File: src/rtl/wbt_pkg.sv
// Package: shared types for the writeback completion tracker.
// Assumes: event and state codes are fixed by the port-level contract.
package wbt_pkg;

    typedef enum logic [1:0] {
        EV_DIRTY_WB = 2'd0,
        EV_DMA_WR   = 2'd1,
        EV_MEM_ACK  = 2'd2,
        EV_UNBLK    = 2'd3
    } ev_kind_e;

    typedef enum logic [2:0] {
        LS_INV      = 3'd0,
        LS_SHR      = 3'd1,
        LS_WB_INV   = 3'd2,
        LS_WB_SHR   = 3'd3,
        LS_DMA_WAIT = 3'd4
    } line_st_e;

    // A line is transient (holds a buffer entry) in the three waiting states.
    function automatic logic is_transient(line_st_e st);
        return (st == LS_WB_INV) || (st == LS_WB_SHR) || (st == LS_DMA_WAIT);
    endfunction

endpackage

File: src/rtl/wbt_trig_fifo.sv
// Module: small circular FIFO of line numbers for self-posted completion triggers.
// Assumes: the caller never pushes when full and never pops when empty.
module wbt_trig_fifo #(
    parameter int DEPTH = 4,
    parameter int W     = 2
) (
    input  logic         clk,
    input  logic         rst_n,
    input  logic         push,
    input  logic [W-1:0] push_data,
    input  logic         pop,
    output logic [W-1:0] pop_data,
    output logic         empty,
    output logic         full
);
    localparam int PTR_W = (DEPTH > 1) ? $clog2(DEPTH) : 1;
    localparam int CNT_W = $clog2(DEPTH + 1);

    logic [W-1:0]     mem [DEPTH];
    logic [PTR_W-1:0] wr_ptr, rd_ptr;
    logic [CNT_W-1:0] count;

    // Advance a pointer with wrap at DEPTH.
    function automatic logic [PTR_W-1:0] bump(logic [PTR_W-1:0] p);
        return (p == PTR_W'(DEPTH - 1)) ? '0 : p + 1'b1;
    endfunction

    // Store pushed entries.
    always_ff @(posedge clk) begin
        if (push) begin
            mem[wr_ptr] <= push_data;
        end
    end

    // Maintain pointers and occupancy.
    always_ff @(posedge clk) begin
        if (!rst_n) begin
            wr_ptr <= '0;
            rd_ptr <= '0;
            count  <= '0;
        end else begin
            if (push) wr_ptr <= bump(wr_ptr);
            if (pop)  rd_ptr <= bump(rd_ptr);
            case ({push, pop})
                2'b10:   count <= count + 1'b1;
                2'b01:   count <= count - 1'b1;
                default: count <= count;
            endcase
        end
    end

    assign pop_data = mem[rd_ptr];
    assign empty    = (count == '0);
    assign full     = (count == CNT_W'(DEPTH));
endmodule

File: src/rtl/wbt_line_slot.sv
// Module: state, pending flags and data buffer of one tracked line.
// Assumes: the top validates every command; at most one of alloc, ack,
// unblk and retire is asserted per cycle.
module wbt_line_slot
    import wbt_pkg::*;
#(
    parameter int DATA_W = 32
) (
    input  logic              clk,
    input  logic              rst_n,
    input  logic              do_alloc,
    input  line_st_e          alloc_st,
    input  logic              alloc_dma,
    input  logic [DATA_W-1:0] alloc_data,
    input  logic              do_ack,
    input  logic              do_unblk,
    input  logic              do_retire,
    input  logic              fw_hit,
    input  logic [DATA_W-1:0] fw_data,
    output line_st_e          st,
    output logic              wb_pend,
    output logic              dma_pend,
    output logic [DATA_W-1:0] data
);
    // State and flag updates.
    always_ff @(posedge clk) begin
        if (!rst_n) begin
            st       <= LS_INV;
            wb_pend  <= 1'b0;
            dma_pend <= 1'b0;
        end else if (do_alloc) begin
            st       <= alloc_st;
            wb_pend  <= 1'b1;
            dma_pend <= alloc_dma;
        end else if (do_ack) begin
            wb_pend <= 1'b0;
            if (st == LS_WB_INV)      st <= LS_INV;
            else if (st == LS_WB_SHR) st <= LS_SHR;
        end else if (do_unblk) begin
            dma_pend <= 1'b0;
        end else if (do_retire) begin
            st <= LS_INV;
        end
    end

    // Buffer data: allocation wins over a functional write.
    always_ff @(posedge clk) begin
        if (!rst_n) begin
            data <= '0;
        end else if (do_alloc) begin
            data <= alloc_data;
        end else if (fw_hit) begin
            data <= fw_data;
        end
    end
endmodule

File: src/rtl/wb_done_tracker.sv
// Module: directory writeback completion tracker (top).
// Decodes events against the addressed line, issues writebacks and DMA
// acknowledgements, joins the two pending flags through a trigger FIFO, and
// serves functional reads and writes.
// Assumes: events are presented with ev_valid and taken when ev_ready is high.
module wb_done_tracker
    import wbt_pkg::*;
#(
    parameter int NUM_LINES  = 4,
    parameter int DATA_W     = 32,
    parameter int CNT_W      = 4,
    parameter int TRIG_DEPTH = 4,
    localparam int LINE_W    = (NUM_LINES > 1) ? $clog2(NUM_LINES) : 1
) (
    input  logic              clk,
    input  logic              rst_n,
    input  logic              ev_valid,
    output logic              ev_ready,
    input  logic [1:0]        ev_kind,
    input  logic [LINE_W-1:0] ev_line,
    input  logic              ev_keep_shr,
    input  logic [DATA_W-1:0] ev_data,
    input  logic [CNT_W-1:0]  ev_shr_cnt,
    output logic              mem_wb_valid,
    output logic [LINE_W-1:0] mem_wb_line,
    output logic [DATA_W-1:0] mem_wb_data,
    output logic              dma_ack_valid,
    output logic [LINE_W-1:0] dma_ack_line,
    output logic [CNT_W-1:0]  dma_ack_cnt,
    output logic              recycle_valid,
    output logic [LINE_W-1:0] recycle_line,
    output logic              dir_drop_valid,
    output logic [LINE_W-1:0] dir_drop_line,
    output logic              proto_err,
    input  logic [LINE_W-1:0] fr_line,
    output logic [2:0]        fr_state,
    output logic              fr_from_buf,
    output logic [DATA_W-1:0] fr_data,
    input  logic              fw_valid,
    input  logic [LINE_W-1:0] fw_line,
    input  logic [DATA_W-1:0] fw_data
);
    line_st_e          slot_st   [NUM_LINES];
    logic              slot_wb   [NUM_LINES];
    logic              slot_dma  [NUM_LINES];
    logic [DATA_W-1:0] slot_data [NUM_LINES];

    ev_kind_e kind;
    logic     accept, is_req, sel_busy;
    line_st_e sel_st, alloc_st, trig_st;
    logic     sel_wb, sel_dma;
    logic     do_alloc, do_recycle, ack_ok, unb_ok, ev_err;
    logic     trig_push, trig_pop, trig_empty, trig_full;
    logic     retire_ok, trig_err, drop_now;
    logic [LINE_W-1:0] trig_line, push_line, drop_line_c;

    // Decode the presented event against the addressed line.
    always_comb begin
        kind       = ev_kind_e'(ev_kind);
        accept     = ev_valid && ev_ready;
        sel_st     = slot_st[ev_line];
        sel_wb     = slot_wb[ev_line];
        sel_dma    = slot_dma[ev_line];
        sel_busy   = is_transient(sel_st);
        is_req     = (kind == EV_DIRTY_WB) || (kind == EV_DMA_WR);
        do_recycle = accept && is_req && sel_busy;
        do_alloc   = accept && is_req && !sel_busy;
        alloc_st   = (kind == EV_DMA_WR) ? LS_DMA_WAIT :
                     (ev_keep_shr ? LS_WB_SHR : LS_WB_INV);
        ack_ok     = accept && (kind == EV_MEM_ACK) && sel_busy && sel_wb;
        unb_ok     = accept && (kind == EV_UNBLK) && (sel_st == LS_DMA_WAIT) && sel_dma;
        ev_err     = accept && (((kind == EV_MEM_ACK) && !ack_ok) ||
                                ((kind == EV_UNBLK) && !unb_ok));
    end

    // Completion check: post a trigger when the event clears the last flag.
    always_comb begin
        trig_push = (ack_ok && (sel_st == LS_DMA_WAIT) && !sel_dma) ||
                    (unb_ok && !sel_wb);
        push_line = ev_line;
    end

    // Trigger service: retire only a DMA-wait line with both flags clear.
    always_comb begin
        trig_pop    = !trig_empty;
        trig_st     = slot_st[trig_line];
        retire_ok   = trig_pop && (trig_st == LS_DMA_WAIT) &&
                      !slot_wb[trig_line] && !slot_dma[trig_line];
        trig_err    = trig_pop && !retire_ok;
        drop_now    = retire_ok || (ack_ok && (sel_st == LS_WB_INV));
        drop_line_c = retire_ok ? trig_line : ev_line;
    end

    assign ev_ready = trig_empty;

    wbt_trig_fifo #(
        .DEPTH (TRIG_DEPTH),
        .W     (LINE_W)
    ) u_trig (
        .clk       (clk),
        .rst_n     (rst_n),
        .push      (trig_push),
        .push_data (push_line),
        .pop       (trig_pop),
        .pop_data  (trig_line),
        .empty     (trig_empty),
        .full      (trig_full)
    );

    for (genvar gi = 0; gi < NUM_LINES; gi++) begin : g_slot
        logic hit_ev, hit_trig, hit_fw;
        assign hit_ev   = (ev_line == LINE_W'(gi));
        assign hit_trig = (trig_line == LINE_W'(gi));
        assign hit_fw   = fw_valid && (fw_line == LINE_W'(gi)) && is_transient(slot_st[gi]);

        wbt_line_slot #(
            .DATA_W (DATA_W)
        ) u_slot (
            .clk        (clk),
            .rst_n      (rst_n),
            .do_alloc   (do_alloc && hit_ev),
            .alloc_st   (alloc_st),
            .alloc_dma  (kind == EV_DMA_WR),
            .alloc_data (ev_data),
            .do_ack     (ack_ok && hit_ev),
            .do_unblk   (unb_ok && hit_ev),
            .do_retire  (retire_ok && hit_trig),
            .fw_hit     (hit_fw),
            .fw_data    (fw_data),
            .st         (slot_st[gi]),
            .wb_pend    (slot_wb[gi]),
            .dma_pend   (slot_dma[gi]),
            .data       (slot_data[gi])
        );
    end

    // Registered message outputs, one cycle after the deciding edge.
    always_ff @(posedge clk) begin
        if (!rst_n) begin
            mem_wb_valid   <= 1'b0;
            mem_wb_line    <= '0;
            mem_wb_data    <= '0;
            dma_ack_valid  <= 1'b0;
            dma_ack_line   <= '0;
            dma_ack_cnt    <= '0;
            recycle_valid  <= 1'b0;
            recycle_line   <= '0;
            dir_drop_valid <= 1'b0;
            dir_drop_line  <= '0;
            proto_err      <= 1'b0;
        end else begin
            mem_wb_valid   <= do_alloc;
            dma_ack_valid  <= do_alloc && (kind == EV_DMA_WR);
            recycle_valid  <= do_recycle;
            dir_drop_valid <= drop_now;
            proto_err      <= ev_err || trig_err;
            if (do_alloc) begin
                mem_wb_line  <= ev_line;
                mem_wb_data  <= ev_data;
                dma_ack_line <= ev_line;
                dma_ack_cnt  <= ev_shr_cnt;
            end
            if (do_recycle) recycle_line  <= ev_line;
            if (drop_now)   dir_drop_line <= drop_line_c;
        end
    end

    // Functional read: buffer only while the memory write is outstanding.
    always_comb begin
        fr_state    = slot_st[fr_line];
        fr_from_buf = is_transient(slot_st[fr_line]) && slot_wb[fr_line];
        fr_data     = fr_from_buf ? slot_data[fr_line] : '0;
    end
endmodule

File: config.mk
export PLATFORM = sky130hd
export DESIGN_NAME = wb_done_tracker
export DESIGN_NICKNAME = d
export VERILOG_FILES = /design/src/rtl/wbt_pkg.sv /design/src/rtl/wbt_trig_fifo.sv /design/src/rtl/wbt_line_slot.sv /design/src/rtl/wb_done_tracker.sv
export SDC_FILE = /design/constraint.sdc
export NUM_CORES = 1
export LEC_CHECK = 0
export ABC_AREA = 1
export CAP_MARGIN = 40
export CORE_MARGIN = 5
export CORE_UTILIZATION = 30
export CTS_CLUSTER_DIAMETER = 100
export CTS_CLUSTER_SIZE = 14
export DETAILED_ROUTE_END_ITERATION = 10
export DONT_BUFFER_PORTS = 1
export PLACE_DENSITY = 0.49
export SLEW_MARGIN = 20
export SYNTH_ARGS = -nofsm -noshare
export SYNTH_HDL_FRONTEND = slang
export SYNTH_SLANG_ARGS = --single-unit
export TNS_END_PERCENT = 5
File: constraint.sdc
create_clock -name clk -period 3.9 [get_ports clk]
set_clock_uncertainty 0.05 [all_clocks]
set_input_delay 0.39 -clock clk [delete_from_list [all_inputs] [get_ports clk]]
set_output_delay 0.39 -clock clk [all_outputs]
set_load 0.01 [all_outputs]
==> flow_summary_export.csv, run 1 <==
group,metric,value,unit
clock_network,cts_tree,"done",
floorplan,die_area,0.0406,sq mm
run_status,status,"finished, final reports clean",
global_routing,grt_max_degree,150,
floorplan,row_count,70,
sta,max_slew_margin,0.465,
power,finalPower,0.00562,W
synthesis,syn_avg_cell_area,6.91,sq um
synthesis,synth_warnings,0,
route,drt_iter0_drc,672,
route,ant_nets,0,
synthesis,ys_types,44,
worst_setup_path,worstPathRequired,3460,ps
power,p_per_area,451,mW/mm^2
placement,routabilityCongestion,0.881,
placement,port_buffers,0,
clock_network,clkSlewWorstSetupHoldPaths,70,ps
sta,whs,21.6,ps
power,leakage,5.45,nW
synthesis,yosysTopAreaCell,"dfxtp_1",
sta,rsz0062_at_grt,"false",
cells_and_area,drive_gt1_frac,0.0659,
worst_setup_path,path_class,"register to primary output",
synthesis,synth_nets,1682,
synthesis,async_flop_share,0,
global_routing,grt_pass1_wl,60.1,mm
synthesis,synth_area,0.0110,sq mm
clock_network,cts.repair.resized,0,
clock_network,cts-buffers-inserted,19,
worst_hold_path,hold_path_class,"input port to register",
synthesis,synth-seq-cells,212,
worst_setup_path,cp.arrival,2940,ps
cells_and_area,fin_nets,1679,
cells_and_area,syn2layout_area_growth,13.3,%
route,drcViolationCount,0,
route,vias,10400,
power,ir_drop,0.293,mV
sta,setup_viol,0,
placement,dpl.hpwl,24.2,mm
global_routing,grt_usage,0.186,
floorplan,ios,167,
clock_network,clock-sinks,212,
power,comb_power_share,0.223,
global_routing,grt_pass1_vias,10100,
power,swShare,0.343,
sta,fmax,296,MHz
route,totalWireLength,39.7,mm
floorplan,die_height,202,microns
global_routing,antenna_found_initial,0,
sta,period_share,0.867,
floorplan,die_w,202,microns
route,wl_per_cell,19.3,microns
cells_and_area,diodes,0,
synthesis,ys_seq_area_frac,0.393,
power,p_int,0.00369,W
power,p_clk_frac,0.316,
cells_and_area,final_cell_mix,"inv_1, dfxtp_1, nand2_1",
global_routing,grt-ovfl-total,0,
cells_and_area,final_common_cell,"inv_1",
synthesis,postSynthCellCount,1594,
sta,worst_pin_slew,802,ps
synthesis,synth_ff_type,"dfxtp_1",
floorplan,core,0.0364,sq mm
sta,tns,0,ps
clock_network,clock_path_buffers,3,
clock_network,root_buffer,"clkbuf_16",
sta,slew_violations,0,
worst_setup_path,setup.worst_path.start_class,"register",
job,maxCapViolCount,0,
synthesis,netlist.area_leader.share,0.371,
worst_setup_path,path_max_fanout,18,
clock_network,h-tree-depth,1,
route,post_drt_via_cell_ratio,5.04,
worst_setup_path,cp-end-kind,"primary output",
power,switching_power,0.00193,W
route,firstDrtPassIters,5,
sta,min_period,3380,ps
power,power_frac_seq,0.461,
sta,hold_violations,0,
clock_network,clk-insertion-delay-late,540,ps
synthesis,synth.area.top_cells,"dfxtp_1, inv_1, a21oi_1",
synthesis,synth_edf_count,8,
floorplan,initial_core_util,0.302,
## synth_stat cells, types with 3 or more instances
cell type / count
o21ai_1: 93
o211ai_1: 4
nand2_2: 6
nand3_4: 3
o22ai_1: 65
buf_8: 3
nand4_4: 3
nor2_2: 3
ha_1: 6
nor2_1: 151
buf_1: 8
inv_2: 5
o21ai_0: 131
a31oi_1: 21
inv_1: 325
nor3_1: 3
edfxtp_1: 8
nand4_1: 5
a21oi_1: 179
a22oi_1: 10
o22ai_2: 28
buf_2: 26
buf_4: 5
buf_6: 3
dfxtp_1: 204
nand2_1: 185
nand3_1: 37
clkbuf_1: 54
## cells by family after synthesis
logic type                 count (synthesis)  share of synthesized area
buffers and inverters                    431                      0.157
adders and majority gates                  7                    0.00864
AOI/OAI and AO/OA                        541                      0.282
and+or+nand+nor                          403                      0.160
DFF                                      212                      0.393
## per-layer routing
layer | share of wire | GRT usage | up-vias
li1 | - | - | 5141
met1 | 0.45 | 0.249 | 4904
met2 | 0.46 | 0.306 | 296
met3 | 0.066 | 0.0405 | 44
met4 | 0.022 | 0.0469 | 0
met5 | 0 | 0 | -
## through the flow
step / instance area, sq um / cells / utilization / worst slack (ps)
after floorplan: 11000 / 1594 / - / 1110
after global placement: 11300 / 1979 / 0.310 / 985
after detailed placement: 11400 / 1982 / 0.312 / 999
after CTS: 12500 / 2060 / 0.342 / 492
after global routing: 12500 / 2061 / 0.342 / 392
final: 12500 / 2061 / 0.342 / 520
## final timing paths
check	startpoint	to	slack, ps	depth (start not counted)
setup / recovery	g_slot[0].u_slot.st[1]$_SDFFE_PN0P_	fr_data[19]	520	9
hold / removal	ev_data[4]	mem_wb_data[4]$_SDFFE_PN0P_	20	2
setup reg to reg	u_trig.count[1]$_SDFFE_PN0P_	u_trig.count[2]$_SDFFE_PN0P_	910	14
hold reg to reg	g_slot[0].u_slot.data[14]$_SDFFE_PN0P_	g_slot[0].u_slot.data[14]$_SDFFE_PN0P_	410	2
## registers in the layout (all words and copies together), names as in the netlist, 3 cells and up, named ones only
name and cells:
g_slot.u_slot.data 128, mem_wb_data 32, g_slot.u_slot.st 12, u_trig.mem 8, dma_ack_cnt 4, g_slot.u_slot.dma_pend 4
g_slot.u_slot.wb_pend 4, u_trig.count 3
## area by class of cell
class,count,area (sq um)
Fill cell,3923,24000
Multi-Input combinational cell,951,5010
Sequential cell,212,4320
Inverter,332,1250
Timing Repair Buffer,75,803
Tap cell,468,586
Clock buffer,21,483
Clock inverter,2,25.0
## repair_timing
item                      4_1_cts  5_1_grt
hold endpoints to repair      185        0
hold buffers                   55        0
setup buffers                   0        0
## power by group through the flow
stage               clock [W]  sequential (W)  combinational [W]
floorplan                   0         0.00258           0.000947
global placement            0         0.00264            0.00115
detailed placement          0         0.00264            0.00117
CTS                   0.00184         0.00259            0.00126
global route          0.00191         0.00262            0.00142
finish                0.00178         0.00259            0.00126
## worst max-delay path: stages, from the launching register on
cell     delay [ps]
dfxtp_1         350
inv_1           100
nor2_1           60
inv_1            50
a32o_1          180
inv_1           100
o21ai_0         210
nand3_2         510
buf_4           440
a21oi_1         410
(Power assumes the default switching activity.)
==> run 2, diff against run 1 <==
--- a/config.mk
+++ b/config.mk
@@ -6,14 +6,15 @@
 export NUM_CORES = 1
 export LEC_CHECK = 0
 export ABC_AREA = 1
+export BUFFER_PORTS_ARGS = -buffer_cell sky130_fd_sc_hd__buf_2
 export CAP_MARGIN = 40
 export CORE_MARGIN = 5
 export CORE_UTILIZATION = 30
 export CTS_CLUSTER_DIAMETER = 100
 export CTS_CLUSTER_SIZE = 14
 export DETAILED_ROUTE_END_ITERATION = 10
-export DONT_BUFFER_PORTS = 1
-export PLACE_DENSITY = 0.49
+export PLACE_DENSITY = 0.52
+export REMOVE_ABC_BUFFERS = 1
 export SLEW_MARGIN = 20
 export SYNTH_ARGS = -nofsm -noshare
 export SYNTH_HDL_FRONTEND = slang
==> run 2 against run 1 <==
Critical path type unchanged. Critical endpoint is now fr_data[15]. First-iteration DRC count rose by 12%. Non-clock buffer count rose by 113. Largest cell class unchanged. Global-route usage barely moved.
==> flow_summary_export.csv, run 2 (synthesis results as in run 1) <==
group,metric,value,unit
cells_and_area,diodes,0,
global_routing,antenna_found_initial,1,
worst_setup_path,worstPathRequired,3460,ps
power,finalPower,0.00575,W
global_routing,grt_max_degree,76,
job,maxCapViolCount,0,
clock_network,ctsHoldBuffers,0,
worst_setup_path,cp_slowest_stage_delay,550,ps
worst_setup_path,setup.worst_path.start,"g_slot[0].u_slot.st[2]$_SDFFE_PN0P_",
clock_network,postCtsSetupRepairBufs,0,
route,wl_met2,17.1,mm
power,leakage,5.99,nW
cells_and_area,drive_gt1_frac,0.159,
clock_network,root_buffer,"clkbuf_16",
sta,period_share,0.800,
global_routing,grt_usage,0.186,
floorplan,die_height,202,microns
cells_and_area,reg.largest.list,"g_slot.u_slot.data x128, mem_wb_data x32, g_slot.u_slot.st x12",
power,p_int,0.00377,W
route,drcViolationCount,0,
route,drt_iter0_drc,752,
clock_network,clock_path_buffers,3,
clock_network,cts_tree,"done",
worst_setup_path,r2r_start,"g_slot[0].u_slot.st[2]$_SDFFE_PN0P_",
route,totalWireLength,39.0,mm
route,wl_per_cell,17.9,microns
worst_setup_path,r2r_cells,17,
clock_network,clock-sinks,212,
floorplan,core,0.0364,sq mm
power,p_clk_frac,0.308,
global_routing,grt-ovfl-total,0,
power,power_frac_seq,0.440,
worst_setup_path,cp_common_cell,"inv_1",
cells_and_area,fin_nets,1792,
sta,worst_pin_slew,785,ps
clock_network,cts-buffers-inserted,19,
sta,slew_violations,0,
cells_and_area,syn2layout_area_growth,15.4,%
worst_setup_path,cp.arrival,2680,ps
power,ir_drop,0.256,mV
cells_and_area,largest_reg_flops,128,
sta,setup_viol,0,
cells_and_area,top_register,"g_slot.u_slot.data",
floorplan,row_count,70,
power,comb_power_share,0.252,
placement,routabilityCongestion,0.917,
route,vias,10800,
sta,min_period,3120,ps
route,routed-wl-met3,2.47,mm
sta,fmax,321,MHz
sta,max_slew_margin,0.477,
run_status,status,"finished, final reports clean",
power,p_per_area,452,mW/mm^2
worst_setup_path,r2r_setup_slack,950,ps
placement,port_buffers,166,
route,ant_nets,0,
clock_network,clkSlewWorstSetupHoldPaths,70,ps
route,highest_layer,"met5",
cells_and_area,final_cell_mix,"inv_1, dfxtp_1, nand2_1",
route,firstDrtPassIters,5,
clock_network,cts.repair.resized,0,
floorplan,initial_core_util,0.302,
cells_and_area,utilization,0.349,
worst_hold_path,hold_path_class,"input port to register",
floorplan,ios,167,
cells_and_area,final_common_cell,"inv_1",
floorplan,die_area,0.0406,sq mm
clock_network,h-tree-depth,1,
worst_setup_path,critPathCapture,"fr_data[15]",
worst_setup_path,cp-end-kind,"primary output",
placement,dpl.hpwl,24.6,mm
worst_setup_path,setup.worst_path.start_class,"register",
worst_setup_path,path_class,"register to primary output",
cells_and_area,fillers,3924,
worst_setup_path,crit_chain,"inv_1 > nor2_1 > inv_1 > a32o_1 > nand2_1 > nand3_2 > buf_4 > a21oi_1 > buf_2",
sta,setup_ws,780,ps
global_routing,grt_pass1_vias,10400,
worst_setup_path,r2r_end,"u_trig.count[2]$_SDFFE_PN0P_",
floorplan,die_w,202,microns
power,switching_power,0.00198,W
placement,dp_slack,526,ps
route,post_drt_via_cell_ratio,4.97,
sta,rsz0062_at_grt,"false",
clock_network,clk-insertion-delay-late,520,ps
sta,hold_violations,0,
power,swShare,0.344,
worst_setup_path,cp_slowest_cell,"dfxtp_1",
route,m1WireLength,18.3,mm
global_routing,grt_pass1_wl,61.0,mm
sta,tns,0,ps
worst_setup_path,path_max_fanout,12,
-- run 2: cell count changes in the layout (fill, tap and decap cells not counted), moves of 2 or more --
cell | previous run | this run
buf_16 | 4 | 0
buf_2 | 0 | 165
buf_4 | 15 | 21
dlygate4sd3_1 | 54 | 0
inv_1 | 322 | 324
-- run 2: worst min path at each step --
| stage | startpoint | end | cells past startpoint |
|---|---|---|---|
| 2_1_floorplan | g_slot[2].u_slot.wb_pend$_SDFFE_PN0P_ | g_slot[2].u_slot.wb_pend$_SDFFE_PN0P_ | 2 |
| 3_3_place_gp | dma_ack_cnt[1]$_SDFFE_PN0P_ | dma_ack_cnt[1]$_SDFFE_PN0P_ | 2 |
| 3_5_place_dp | g_slot[0].u_slot.data[21]$_SDFFE_PN0P_ | g_slot[0].u_slot.data[21]$_SDFFE_PN0P_ | 2 |
| 4_1_cts | ev_shr_cnt[1] | dma_ack_cnt[1]$_SDFFE_PN0P_ | 3 |
| 5_1_grt | ev_shr_cnt[3] | dma_ack_cnt[3]$_SDFFE_PN0P_ | 3 |
| 6_report | ev_shr_cnt[1] | dma_ack_cnt[1]$_SDFFE_PN0P_ | 3 |
-- run 2: power groups by stage --
stage               registers, W  logic, W  clock network, W
floorplan                0.00259  0.000854                 0
global placement         0.00257   0.00144                 0
detailed placement       0.00258   0.00145                 0
CTS                      0.00253   0.00146           0.00183
global route             0.00256   0.00164           0.00191
finish                   0.00253   0.00145           0.00177
-- run 2: per-layer routing --
metal | vias up | global-route usage
li1 | 5357 | -
met1 | 5049 | 0.259
met2 | 345 | 0.297
met3 | 60 | 0.0351
met4 | 2 | 0.0466
met5 | - | 0
-- run 2: stage by stage --
step / cells / hold slack [ps] / instance area (sq um)
after floorplan: 1495 / 390 / 10500
after global placement: 2150 / 400 / 12200
after detailed placement: 2151 / 402 / 12200
after CTS: 2175 / 58.8 / 12700
after global routing: 2175 / 74.5 / 12700
final: 2175 / 78.8 / 12700
-- run 2: layout make-up --
| cell class | instances | area, sq um | area share |
|---|---|---|---|
| timing repair buffer | 188 | 1020 | 0.0806 |
| sequential | 212 | 4320 | 0.340 |
| tap | 468 | 586 | 0.0461 |
| inverter | 332 | 1250 | 0.0983 |
| multi-input combinational | 951 | 5010 | 0.394 |
| clock buffer | 22 | 497 | 0.0391 |
| clock inverter | 2 | 20.0 | 0.00158 |
-- run 2: critical path: cells and delay by family, from the launching register on --
| family | cells | cell delay (ps) |
|---|---|---|
| buf+inv | 4 | 650 |
| flops | 1 | 550 |
| simple gates | 3 | 500 |
| compound gates | 2 | 460 |
